File: config.mk
export PLATFORM = sky130hd
export DESIGN_NAME = jitpwm_cycle_gen
export DESIGN_NICKNAME = d
export VERILOG_FILES = /design/src/rtl/jitpwm_pkg.sv /design/src/rtl/jitpwm_sweep.sv /design/src/rtl/jitpwm_osc.sv /design/src/rtl/jitpwm_softstart.sv /design/src/rtl/jitpwm_gate.sv /design/src/rtl/jitpwm_cycle_gen.sv
export SDC_FILE = /design/constraint.sdc
export NUM_CORES = 1
export LEC_CHECK = 0
export ABC_AREA = 1
export BUFFER_PORTS_ARGS = -buffer_cell sky130_fd_sc_hd__clkbuf_2
export CAP_MARGIN = 20
export CORE_MARGIN = 1
export CORE_UTILIZATION = 50
export DETAILED_ROUTE_END_ITERATION = 7
export PLACE_DENSITY = 0.69
export RECOVER_POWER = 25
export SYNTH_ARGS = -nofsm -noshare
export SYNTH_HDL_FRONTEND = slang
export SYNTH_SLANG_ARGS = --single-unit
File: constraint.sdc
create_clock -name clk -period 4.1 [get_ports clk]
set_clock_uncertainty 0.15 [all_clocks]
set_input_delay 0.205 -clock clk [delete_from_list [all_inputs] [get_ports clk]]
set_output_delay 0.205 -clock clk [all_outputs]
set_load 0.02 [all_outputs]
File: src/rtl/jitpwm_pkg.sv
// Shared types for the jittered PWM cycle generator.
// Assumes nothing beyond IEEE 1800-2017 enum support.
package jitpwm_pkg;

    // State of the drive pulse inside one oscillator period.
    typedef enum logic [1:0] {
        GS_IDLE = 2'd0,   // block disabled
        GS_ON   = 2'd1,   // drive pulse active
        GS_OFF  = 2'd2    // pulse ended or skipped, wait for next period
    } gate_state_t;

endpackage

File: src/rtl/jitpwm_sweep.sv
// Triangular period sweep. Holds the length of the next oscillator period
// and moves it by STEP counts each time a period starts. It rises first and
// reverses at nominal +/- STEP*STEPS.
// Assumes NOM_PERIOD > JIT_STEP*JIT_STEPS and that the result fits PW bits.
module jitpwm_sweep #(
    parameter int PW         = 12,
    parameter int NOM_PERIOD = 3846,
    parameter int JIT_STEP   = 3,
    parameter int JIT_STEPS  = 82
) (
    input  logic          clk,
    input  logic          rst_n,
    input  logic          run_i,
    input  logic          adv_i,
    output logic [PW-1:0] period_o
);
    localparam int DEPTH = JIT_STEP * JIT_STEPS;
    localparam logic [PW-1:0] P_NOM  = PW'(NOM_PERIOD);
    localparam logic [PW-1:0] P_HI   = PW'(NOM_PERIOD + DEPTH);
    localparam logic [PW-1:0] P_LO   = PW'(NOM_PERIOD - DEPTH);
    localparam logic [PW-1:0] P_STEP = PW'(JIT_STEP);

    logic [PW-1:0] per_q;
    logic          up_q;

    // Step the period once per oscillator period; reverse at the extremes.
    always_ff @(posedge clk) begin
        if (!rst_n || !run_i) begin
            per_q <= P_NOM;
            up_q  <= 1'b1;
        end else if (adv_i) begin
            if (up_q) begin
                if (per_q == P_HI) begin
                    up_q  <= 1'b0;
                    per_q <= per_q - P_STEP;
                end else begin
                    per_q <= per_q + P_STEP;
                end
            end else begin
                if (per_q == P_LO) begin
                    up_q  <= 1'b1;
                    per_q <= per_q + P_STEP;
                end else begin
                    per_q <= per_q - P_STEP;
                end
            end
        end
    end

    assign period_o = per_q;

    // the swept period stays inside the band
    a_r9_sweep_band: assert property (@(posedge clk) disable iff (!rst_n)
        run_i |-> (per_q >= P_LO && per_q <= P_HI));

    // each advance moves the period by exactly one step
    a_r9_sweep_step: assert property (@(posedge clk) disable iff (!rst_n)
        ($past(rst_n) && $past(adv_i) && $past(run_i) && run_i) |->
        (per_q == $past(per_q) + P_STEP || per_q == $past(per_q) - P_STEP));

endmodule

File: src/rtl/jitpwm_osc.sv
// Digital oscillator. Counts the phase of the current period. At every
// period boundary it latches the period length from the sweep and derives
// the maximum on-time from it.
// Assumes 0 < DUTY_Q8 < 256 and periods long enough for a non-zero on-time.
module jitpwm_osc #(
    parameter int PW      = 12,
    parameter int DUTY_Q8 = 230
) (
    input  logic          clk,
    input  logic          rst_n,
    input  logic          en_i,
    input  logic [PW-1:0] period_i,
    output logic [PW-1:0] phase_o,
    output logic [PW-1:0] max_on_o,
    output logic          wrap_o,
    output logic          start_o
);
    localparam int MW = PW + 8;

    logic          run_q;
    logic [PW-1:0] phase_q;
    logic [PW-1:0] per_q;
    logic [PW-1:0] max_on_q;
    logic [MW-1:0] prod;

    // A period begins on the first enabled edge or after the last phase.
    assign wrap_o = en_i && (!run_q || (phase_q == per_q - PW'(1)));

    // Maximum on-time as a fixed fraction of the incoming period.
    assign prod = MW'(period_i) * MW'(DUTY_Q8);

    // Phase counter with period and on-time limit latched per period.
    always_ff @(posedge clk) begin
        if (!rst_n || !en_i) begin
            run_q    <= 1'b0;
            phase_q  <= '0;
            per_q    <= '0;
            max_on_q <= '0;
        end else if (wrap_o) begin
            run_q    <= 1'b1;
            phase_q  <= '0;
            per_q    <= period_i;
            max_on_q <= prod[MW-1:8];
        end else begin
            phase_q  <= phase_q + PW'(1);
        end
    end

    assign phase_o  = phase_q;
    assign max_on_o = max_on_q;
    assign start_o  = run_q && (phase_q == '0);

    // the on-time limit is non-zero and ends before the period does
    a_r6_limit_inside_period: assert property (@(posedge clk) disable iff (!rst_n)
        run_q |-> (max_on_q != '0 && max_on_q < per_q));

    // the phase never runs past the latched period
    a_r2_phase_in_period: assert property (@(posedge clk) disable iff (!rst_n)
        run_q |-> (phase_q < per_q));

endmodule

File: src/rtl/jitpwm_softstart.sv
// Soft-start ramp for the current-limit code. It climbs by one equal step
// every SS_TICK enabled clocks, from zero to STEP*SS_STEPS, and clears
// whenever the block is disabled.
// Assumes SS_TICK >= 2 and SS_STEPS <= 2^LIM_W - 1.
module jitpwm_softstart #(
    parameter int LIM_W    = 8,
    parameter int SS_STEPS = 32,
    parameter int SS_TICK  = 19531
) (
    input  logic             clk,
    input  logic             rst_n,
    input  logic             en_i,
    output logic [LIM_W-1:0] code_o
);
    localparam int TW = $clog2(SS_TICK);
    localparam int STEP_I = ((1 << LIM_W) - 1) / SS_STEPS;
    localparam logic [LIM_W-1:0] STEP_C = LIM_W'(STEP_I);
    localparam logic [LIM_W-1:0] CODE_MAX = LIM_W'(STEP_I * SS_STEPS);
    localparam logic [TW-1:0] TICK_LAST = TW'(SS_TICK - 1);

    logic [TW-1:0]    tick_q;
    logic [LIM_W-1:0] code_q;

    // Count step intervals and raise the code until it saturates.
    always_ff @(posedge clk) begin
        if (!rst_n || !en_i) begin
            tick_q <= '0;
            code_q <= '0;
        end else if (tick_q == TICK_LAST) begin
            tick_q <= '0;
            if (code_q != CODE_MAX) begin
                code_q <= code_q + STEP_C;
            end
        end else begin
            tick_q <= tick_q + TW'(1);
        end
    end

    assign code_o = code_q;

    // the code only ever changes by one whole step upward
    a_r10_equal_steps: assert property (@(posedge clk) disable iff (!rst_n)
        ($past(rst_n) && $past(en_i) && code_q != $past(code_q)) |->
        (code_q == $past(code_q) + STEP_C));

    // a disabled block restarts the ramp from zero
    a_r11_ramp_cleared: assert property (@(posedge clk) disable iff (!rst_n)
        ($past(rst_n) && !$past(en_i)) |-> (code_q == '0));

endmodule

File: src/rtl/jitpwm_gate.sv
// Drive pulse control for one period. It turns on at the period boundary
// unless skip is requested there. It turns off on an unblanked current trip
// or at the on-time limit, and then stays off. It also produces the
// off-time qualifier for the overvoltage check.
// Assumes phase_i, max_on_i and wrap_i come from the oscillator.
module jitpwm_gate #(
    parameter int PW        = 12,
    parameter int BLANK_CYC = 63
) (
    input  logic          clk,
    input  logic          rst_n,
    input  logic          en_i,
    input  logic          wrap_i,
    input  logic [PW-1:0] phase_i,
    input  logic [PW-1:0] max_on_i,
    input  logic          trip_i,
    input  logic          skip_i,
    output logic          drive_o,
    output logic          ovp_en_o
);
    import jitpwm_pkg::*;

    localparam logic [PW-1:0] BLANK_L = PW'(BLANK_CYC);

    gate_state_t st_q, st_d;
    logic        ovp_q;
    logic        end_pulse;

    // A pulse ends on a trip outside blanking or on the last allowed phase.
    assign end_pulse = (trip_i && (phase_i >= BLANK_L)) ||
                       ((phase_i + PW'(1)) >= max_on_i);

    // Next pulse state from boundary, skip and termination conditions.
    always_comb begin
        st_d = st_q;
        if (!en_i) begin
            st_d = GS_IDLE;
        end else if (wrap_i) begin
            st_d = skip_i ? GS_OFF : GS_ON;
        end else if (st_q == GS_ON && end_pulse) begin
            st_d = GS_OFF;
        end
    end

    // Register the pulse state and the one-clock-delayed off-time window.
    always_ff @(posedge clk) begin
        if (!rst_n) begin
            st_q  <= GS_IDLE;
            ovp_q <= 1'b0;
        end else begin
            st_q  <= st_d;
            ovp_q <= en_i && (st_d != GS_ON) && (st_q != GS_ON);
        end
    end

    assign drive_o  = (st_q == GS_ON);
    assign ovp_en_o = ovp_q;

    // a pulse never ends inside the blanking window except at the limit
    a_r4_blank_honoured: assert property (@(posedge clk) disable iff (!rst_n)
        ($fell(drive_o) && $past(rst_n) && $past(en_i)) |->
        (($past(phase_i) >= BLANK_L) || (($past(phase_i) + PW'(1)) >= $past(max_on_i))));

    // the drive can only come back on at the start of a period
    a_r5_rise_at_start: assert property (@(posedge clk) disable iff (!rst_n)
        $rose(drive_o) |-> (phase_i == '0));

    // the drive is never on at or beyond the on-time limit
    a_r6_max_on: assert property (@(posedge clk) disable iff (!rst_n)
        drive_o |-> (phase_i < max_on_i));

    // overvoltage sampling and drive are mutually exclusive
    a_r8_ovp_exclusive: assert property (@(posedge clk) disable iff (!rst_n)
        ovp_en_o |-> !drive_o);

    // the first off clock after a pulse is not yet a sampling clock
    a_r8_ovp_settle: assert property (@(posedge clk) disable iff (!rst_n)
        $fell(drive_o) |-> !ovp_en_o);

endmodule

File: src/rtl/jitpwm_cycle_gen.sv
// Jittered fixed-frequency peak-current PWM cycle generator. It ties
// together the period sweep, the oscillator, the pulse gate and the
// soft-start ramp. Comparators and slope compensation are outside.
// Assumes run_en, cs_trip and skip_req are synchronous to clk.
module jitpwm_cycle_gen #(
    parameter int NOM_PERIOD = 3846,
    parameter int JIT_STEP   = 3,
    parameter int JIT_STEPS  = 82,
    parameter int BLANK_CYC  = 63,
    parameter int DUTY_Q8    = 230,
    parameter int LIM_W      = 8,
    parameter int SS_STEPS   = 32,
    parameter int SS_TICK    = 19531
) (
    input  logic             clk,
    input  logic             rst_n,
    input  logic             run_en,
    input  logic             cs_trip,
    input  logic             skip_req,
    output logic             drive_out,
    output logic             cycle_start,
    output logic             ovp_sample_en,
    output logic [LIM_W-1:0] ilim_code
);
    localparam int DEPTH = JIT_STEP * JIT_STEPS;
    localparam int PW    = $clog2(NOM_PERIOD + DEPTH + 1);

    logic [PW-1:0] next_period;
    logic [PW-1:0] phase;
    logic [PW-1:0] max_on;
    logic          wrap;

    jitpwm_sweep #(
        .PW         (PW),
        .NOM_PERIOD (NOM_PERIOD),
        .JIT_STEP   (JIT_STEP),
        .JIT_STEPS  (JIT_STEPS)
    ) u_sweep (
        .clk      (clk),
        .rst_n    (rst_n),
        .run_i    (run_en),
        .adv_i    (wrap),
        .period_o (next_period)
    );

    jitpwm_osc #(
        .PW      (PW),
        .DUTY_Q8 (DUTY_Q8)
    ) u_osc (
        .clk      (clk),
        .rst_n    (rst_n),
        .en_i     (run_en),
        .period_i (next_period),
        .phase_o  (phase),
        .max_on_o (max_on),
        .wrap_o   (wrap),
        .start_o  (cycle_start)
    );

    jitpwm_gate #(
        .PW        (PW),
        .BLANK_CYC (BLANK_CYC)
    ) u_gate (
        .clk      (clk),
        .rst_n    (rst_n),
        .en_i     (run_en),
        .wrap_i   (wrap),
        .phase_i  (phase),
        .max_on_i (max_on),
        .trip_i   (cs_trip),
        .skip_i   (skip_req),
        .drive_o  (drive_out),
        .ovp_en_o (ovp_sample_en)
    );

    jitpwm_softstart #(
        .LIM_W    (LIM_W),
        .SS_STEPS (SS_STEPS),
        .SS_TICK  (SS_TICK)
    ) u_softstart (
        .clk    (clk),
        .rst_n  (rst_n),
        .en_i   (run_en),
        .code_o (ilim_code)
    );

endmodule

==> results of run 1 <==
worst reg2reg max path, stage by stage, from the launching register on:
cell and delay [ns]:
dfxtp_2 0.36, inv_2 0.07, fa_1 0.55, inv_1 0.06
fa_1 0.45, ha_1 0.28, inv_1 0.05, fa_1 0.51
inv_1 0.07, ha_4 0.26, a21oi_2 0.14, o21ai_0 0.09
nand2_1 0.06, nand4_1 0.21, a21oi_1 0.24, xor2_1 0.17
a21oi_1 0.07
power by group:
group / leakage (nW) / switching [W] / internal [W]
registers: 0.621 / 0.0000252 / 0.000767
logic: 2.54 / 0.000468 / 0.000303
clock network: 0.136 / 0.000325 / 0.000444
total: 3.30 / 0.000818 / 0.00151
per-layer routing:
metal,GRT usage,vias to the layer above,routed length [µm]
met5,0,-,0
met4,0.0606,0,142
met3,0.0453,11,494
met2,0.395,96,6720
met1,0.336,2452,7300
li1,-,2834,-
through the flow:
stage	hold slack [ns]	utilization	power [W]	setup slack [ns]	std cells
after floorplan	0.187	-	0.00136	0.181	869
after CTS	0.0306	0.575	0.00230	0.0136	1075
after detailed placement	0.300	0.551	0.00153	0.0838	1058
final	0.0271	0.580	0.00233	0.193	1075
after global routing	0.0595	0.580	0.00250	0.00123	1075
after global placement	0.293	0.551	0.00152	0.139	1058
synth_stat cells (all sizes together) (3+ instances only):
master	instances
nand3	42
nor2	83
ha	90
nand4	13
fa	24
buf	10
o21ai	55
dfxtp	76
a211oi	3
o21bai	4
a21oi	60
nor3b	3
xnor2	15
nor3	18
inv	147
o211ai	7
clkbuf	3
nand2	174
xor2	35
cells by family (layout without fill, tap and decap cells):
kind of cell	Yosys count	in the layout
AOI/OAI and AO/OA	132	132
xor gates and xnor gates	50	50
adders and majority gates	114	114
buffers and inverters	160	198
DFF	76	76
and+or+nand+nor	337	337
cell usage in the layout (no fill, tap or decap), drive strengths merged, types with 24 or more instances in the layout:
cell,instances
ha,90
a21oi,60
dfxtp,76
nand3,42
nand2,174
xor2,35
o21ai,55
nor2,83
clkbuf,29
fa,24
inv,147
sequential cells by signal (all words and copies together), names as in the netlist:
| register | cells |
|---|---|
| u_osc.per_q | 12 |
| u_osc.max_on_o | 12 |
| u_sweep.up_q | 1 |
| u_gate.st_q | 2 |
| u_osc.run_q | 1 |
| u_sweep.period_o | 12 |
| u_gate.ovp_en_o | 1 |
| u_softstart.code_o | 8 |
| u_softstart.tick_q | 15 |
| u_osc.phase_o | 12 |
worst paths after layout:
check                                                       from                               end  slack [ns]  cells past startpoint
worst max-delay path            u_sweep.period_o[2]$_SDFFE_PP1P_   u_osc.max_on_o[10]$_SDFFE_PP0P_        0.19                     16
worst max register to register  u_sweep.period_o[2]$_SDFFE_PP1P_   u_osc.max_on_o[10]$_SDFFE_PP0P_        0.19                     16
worst min register to register  u_softstart.tick_q[0]$_SDFF_PP0_  u_softstart.tick_q[0]$_SDFF_PP0_        0.31                      1
worst min-delay path                                    skip_req         u_gate.st_q[1]$_SDFF_PN0_        0.03                      3
timing repair:
action                     CTS  global route
hold buffers                 1             0
hold endpoints to repair     2             0
gates resized for setup      0            19
setup endpoints to repair    0             8
final cells by class:
cell class | instances | area (µm²) | share of cell area
Clock buffer | 13 | 260 | 0.0367
Clock inverter | 3 | 21.3 | 0.00300
Sequential cell | 76 | 1530 | 0.216
Multi-Input combinational cell | 633 | 4300 | 0.607
Tap cell | 168 | 210 | 0.0297
Timing Repair Buffer | 35 | 210 | 0.0297
Inverter | 147 | 554 | 0.0783
==> flow_summary.yaml, run 1 <==
yosys:
  postSynth.asyncResetShare: 0
  ys_seq_elements: 76
  synth_fp_nets: 988
  postSynth.topFlopCell: "dfxtp_1"
  synth-adder-area-share: 0.251
  post_synthesis_cell_type_with_the_largest_combined_area: "dfxtp_1"
  synth_top_family_by_area: "adder cells"
  synth_area_um2: 6390
  synth.top_cells.by_area: "dfxtp_1, ha_1, nand2_1"
  synth-xor-area-share: 0.0685
  synth.lib_cells_used.distinct: 40
  yosysSeqAreaShare: 0.238
  ys.warnings.count: 0
  post_synth.cell_area_avg_um2: 7.35
  synth-compound-area-share: 0.114
  count_of_mapped_cells_out_of_synthesis: 869
  synth-edff-count: 0
  synth_simple_gate_area_frac: 0.228
  netlist.area_leader.share: 0.238
  synth.mux.area_fraction: 0
clocking:
  cts_buffers: 9
  max-clock-path-buffers: 2
  clock_sink_count: 76
  clock-root-buffer: "clkbuf_16"
  clk_transition_reported_paths_ns: 0.06
  cts.htree.levels: 3
  post_cts_buffers: 0
  tritoncts: "done"
  worst_skew_pair.late_latency_ns: 0.35
final_layout:
  antenna_cells: 0
  drive_gt1_frac: 0.0794
  area.growth.synth_to_final_pct: 10.8
  finalInstanceArea_um2: 7080
  nets: 1021
  num-fill-cells: 1216
timing:
  slew_headroom: 0.312
  hold_viol: 0
  layout_min_cycle_time_ns: 3.91
  maxClockFrequency_ghz: 0.256
  worstMarginPinSlew_ns: 1.03
  totalNegativeSetupSlack_ns: 0
  slew_viol_final: 0
  grt_setup_unrepaired: "no"
  setup_viol: 0
  final.period_utilization: 0.953
floorplanning:
  die_width_um: 115
  floorplan.io_pins: 16
  die_area_um2: 13200
  dieHeight_um: 115
  floorplan.core_area_um2: 12200
  std_cell_rows: 40
  initial_utilization: 0.523
drt:
  via_total_after_detailed_routing: 5393
  drt-pass1-iter-count: 7
  avgViaCountPerCell: 5.02
  wl_per_cell_um: 13.6
  detail_route.drc_violations: 0
  violation_count_after_the_first_detailed_routing_iteration: 292
  finalWirelength_mm: 14.7
  ant_nets: 0
power:
  worst_ir_drop_vdd_v: 0.000301
  power.density_cell_area_nw_per_um2: 329
  power.leakage_nw: 3.30
placement:
  buffer_ports.inserted: 15
  dp_hpwl_mm: 11.4
  gp_routability_congestion: 0.940
  placed_area_um2: 6730
worst_setup_path:
  cpMaxStageDelayCell: "fa_1"
  worst_setup_sp_type: "flop"
  crit_arrival_ns: 3.98
  worst-path-buf-inv: 4
  crit_family: "adder cells"
  timing.critical_path.fanout_max: 4
  crit_path_end_kind: "flop"
  criticalPathCategory: "reg -> reg"
  worstPathRequired_ns: 4.17
  critical_path.cell_chain: "inv_2 > fa_1 > inv_1 > fa_1 > ha_1 > inv_1 > fa_1 > inv_1 > ha_4 > a21oi_2 > o21ai_0 > nand2_1 > nand4_1 > a21oi_1 > xor2_1 > a21oi_1"
  crit_path_max_incr_delay_ns: 0.55
global_route:
  grt_first_pass_wirelength_mm: 24.9
  antenna_found_initial: 0
  overflow: 0
  grt_max_degree: 36
  via_count_of_the_first_global_routing_pass: 5109
  groute.usage.overall: 0.244
status:
  status: "completed"
min_path:
  min-delay-path-class: "in -> reg"
flow_run:
  timing.max_cap.violations: 0
(Power assumes the default switching activity.)
==> run 2: changes to the inputs <==
--- a/config.mk
+++ b/config.mk
@@ -10,6 +10,7 @@
 export CAP_MARGIN = 20
 export CORE_MARGIN = 1
 export CORE_UTILIZATION = 50
+export CTS_BUF_LIST = sky130_fd_sc_hd__clkbuf_16
 export DETAILED_ROUTE_END_ITERATION = 7
 export PLACE_DENSITY = 0.69
 export RECOVER_POWER = 25
==> flow_summary.yaml, run 2 (synthesis results as in run 1) <==
clocking:
  clock_sink_count: 76
  worst_skew_pair.late_latency_ns: 0.35
  cts.htree.levels: 3
  clock-root-buffer: "clkbuf_16"
  clk_transition_reported_paths_ns: 0.06
  cts_buffers: 9
  max-clock-path-buffers: 2
  tritoncts: "done"
final_layout:
  drive_gt1_frac: 0.0772
  multi_input_area_um2: 4300
  num-fill-cells: 1211
  largest-register: "u_softstart.tick_q"
  layout_common_cells: "nand2_1, inv_1, ha_1"
  ff_latch_area_um2: 1530
  layout.cells.most_common: "nand2_1"
  fin_cells: 1075
  largest_reg_flops: 15
  antenna_cells: 0
  nets: 1021
  area.growth.synth_to_final_pct: 10.5
placement:
  gp_routability_congestion: 0.940
  place_worst_setup_slack_ns: 0.0838
  buffer_ports.inserted: 15
  place.detailed.instances: 1058
  dp_hpwl_mm: 11.4
drt:
  avgViaCountPerCell: 5.03
  violation_count_after_the_first_detailed_routing_iteration: 316
  finalWirelength_mm: 14.6
  wl_per_cell_um: 13.5
  via_total_after_detailed_routing: 5410
  ant_nets: 0
  detail_route.drc_violations: 0
  drt-pass1-iter-count: 5
min_path:
  whs_endpoint: "u_gate.st_q[1]$_SDFF_PN0_"
  worst_hold_startpoint: "skip_req"
  hold_path_depth: 3
  min-delay-path-class: "in -> reg"
power:
  worst_ir_drop_vdd_v: 0.000301
  power.density_cell_area_nw_per_um2: 324
  power.leakage_nw: 3.30
  power_w: 0.00229
floorplanning:
  die_area_um2: 13200
  initial_utilization: 0.523
  die_width_um: 115
  dieHeight_um: 115
  floorplan.core_area_um2: 12200
  floorplan.io_pins: 16
  std_cell_rows: 40
worst_setup_path:
  worstPathRequired_ns: 4.17
  criticalPathCategory: "reg -> reg"
  crit_path_end_kind: "flop"
  worst_r2r_endpoint: "u_osc.max_on_o[10]$_SDFFE_PP0P_"
  crit_arrival_ns: 3.98
  regToRegSetupSlack_ns: 0.19
  rr_startpoint: "u_sweep.period_o[2]$_SDFFE_PP1P_"
  worst_setup_sp_type: "flop"
  timing.critical_path.fanout_max: 4
  worst-r2r-cell-count: 16
global_route:
  overflow: 0
  groute.usage.overall: 0.243
  grt_max_degree: 36
  grt_first_pass_wirelength_mm: 24.8
  antenna_found_initial: 0
  via_count_of_the_first_global_routing_pass: 5068
timing:
  grt_setup_unrepaired: "no"
  totalNegativeSetupSlack_ns: 0
  hold_viol: 0
  worstMarginPinSlew_ns: 1.04
  finalWorstSetupSlack_ns: 0.193
  slew_headroom: 0.304
  setup_viol: 0
  slew_viol_final: 0
  final.period_utilization: 0.953
  maxClockFrequency_ghz: 0.256
  layout_min_cycle_time_ns: 3.91
flow_run:
  timing.max_cap.violations: 0
status:
  status: "completed"
-- run 2: cell types whose count changed in the layout (fill, tap and decap cells not counted) --
cell | before | now
clkinv_1 | 0 | 2
clkbuf_1 | 14 | 12
clkbuf_8 | 2 | 0
inv_1 | 141 | 143
-- run 2: report_power, final --
part | internal (W) | switching, W
clock network | 0.000401 | 0.000324
registers | 0.000767 | 0.0000254
logic | 0.000303 | 0.000466
-- run 2: worst max-delay path, stage by stage, from the launching register on --
cell and delay [ns]:
dfxtp_2 0.36, inv_2 0.07, fa_1 0.55, inv_1 0.06, fa_1 0.45, ha_1 0.28
inv_1 0.05, fa_1 0.51, inv_1 0.07, ha_4 0.26, a21oi_2 0.14, o21ai_0 0.09
nand2_1 0.06, nand4_1 0.21, a21oi_1 0.24, xor2_1 0.17, a21oi_1 0.07
-- run 2: stage by stage --
| step | hold WS (ns) | utilization | area, µm² |
|---|---|---|---|
| 6_report | 0.0260 | 0.578 | 7060 |
| 5_1_grt | 0.0592 | 0.578 | 7060 |
| 4_1_cts | 0.0306 | 0.574 | 7010 |
| 3_5_place_dp | 0.300 | 0.551 | 6730 |
| 3_3_place_gp | 0.293 | 0.551 | 6730 |
| 2_1_floorplan | 0.187 | - | 6390 |
-- run 2: repair_timing --
action	CTS	global route
hold buffers	1	0
setup endpoints to repair	0	8
hold endpoints to repair	2	0
resized for setup	0	19
setup buffers	0	0
-- run 2: worst max-delay path by stage --
stage	endpoint	startpoint	slack, ns
floorplan	u_osc.max_on_o[9]$_SDFFE_PP0P_	u_sweep.period_o[4]$_SDFFE_PP0P_	0.18
global placement	u_osc.max_on_o[10]$_SDFFE_PP0P_	u_sweep.period_o[2]$_SDFFE_PP1P_	0.14
detailed placement	u_osc.max_on_o[10]$_SDFFE_PP0P_	u_sweep.period_o[2]$_SDFFE_PP1P_	0.08
CTS	u_osc.max_on_o[10]$_SDFFE_PP0P_	u_sweep.period_o[2]$_SDFFE_PP1P_	0.01
global route	u_osc.max_on_o[8]$_SDFFE_PP0P_	u_sweep.period_o[2]$_SDFFE_PP1P_	0.001
finish	u_osc.max_on_o[10]$_SDFFE_PP0P_	u_sweep.period_o[2]$_SDFFE_PP1P_	0.19
-- run 2: cell type report --
cell class | count | area share
Multi-Input combinational cell | 633 | 0.609
Clock inverter | 7 | 0.00514
Timing Repair Buffer | 35 | 0.0298
Tap cell | 168 | 0.0298
Sequential cell | 76 | 0.216
Inverter | 147 | 0.0785
Clock buffer | 9 | 0.0319
-- run 2: routing by layer --
| layer | global-route usage | vias to the layer above | part of all wire |
|---|---|---|---|
| li1 | - | 2834 | - |
| met1 | 0.333 | 2468 | 0.50 |
| met2 | 0.393 | 96 | 0.46 |
| met3 | 0.0459 | 12 | 0.036 |
| met4 | 0.0597 | 0 | 0.0092 |
| met5 | 0 | - | 0 |
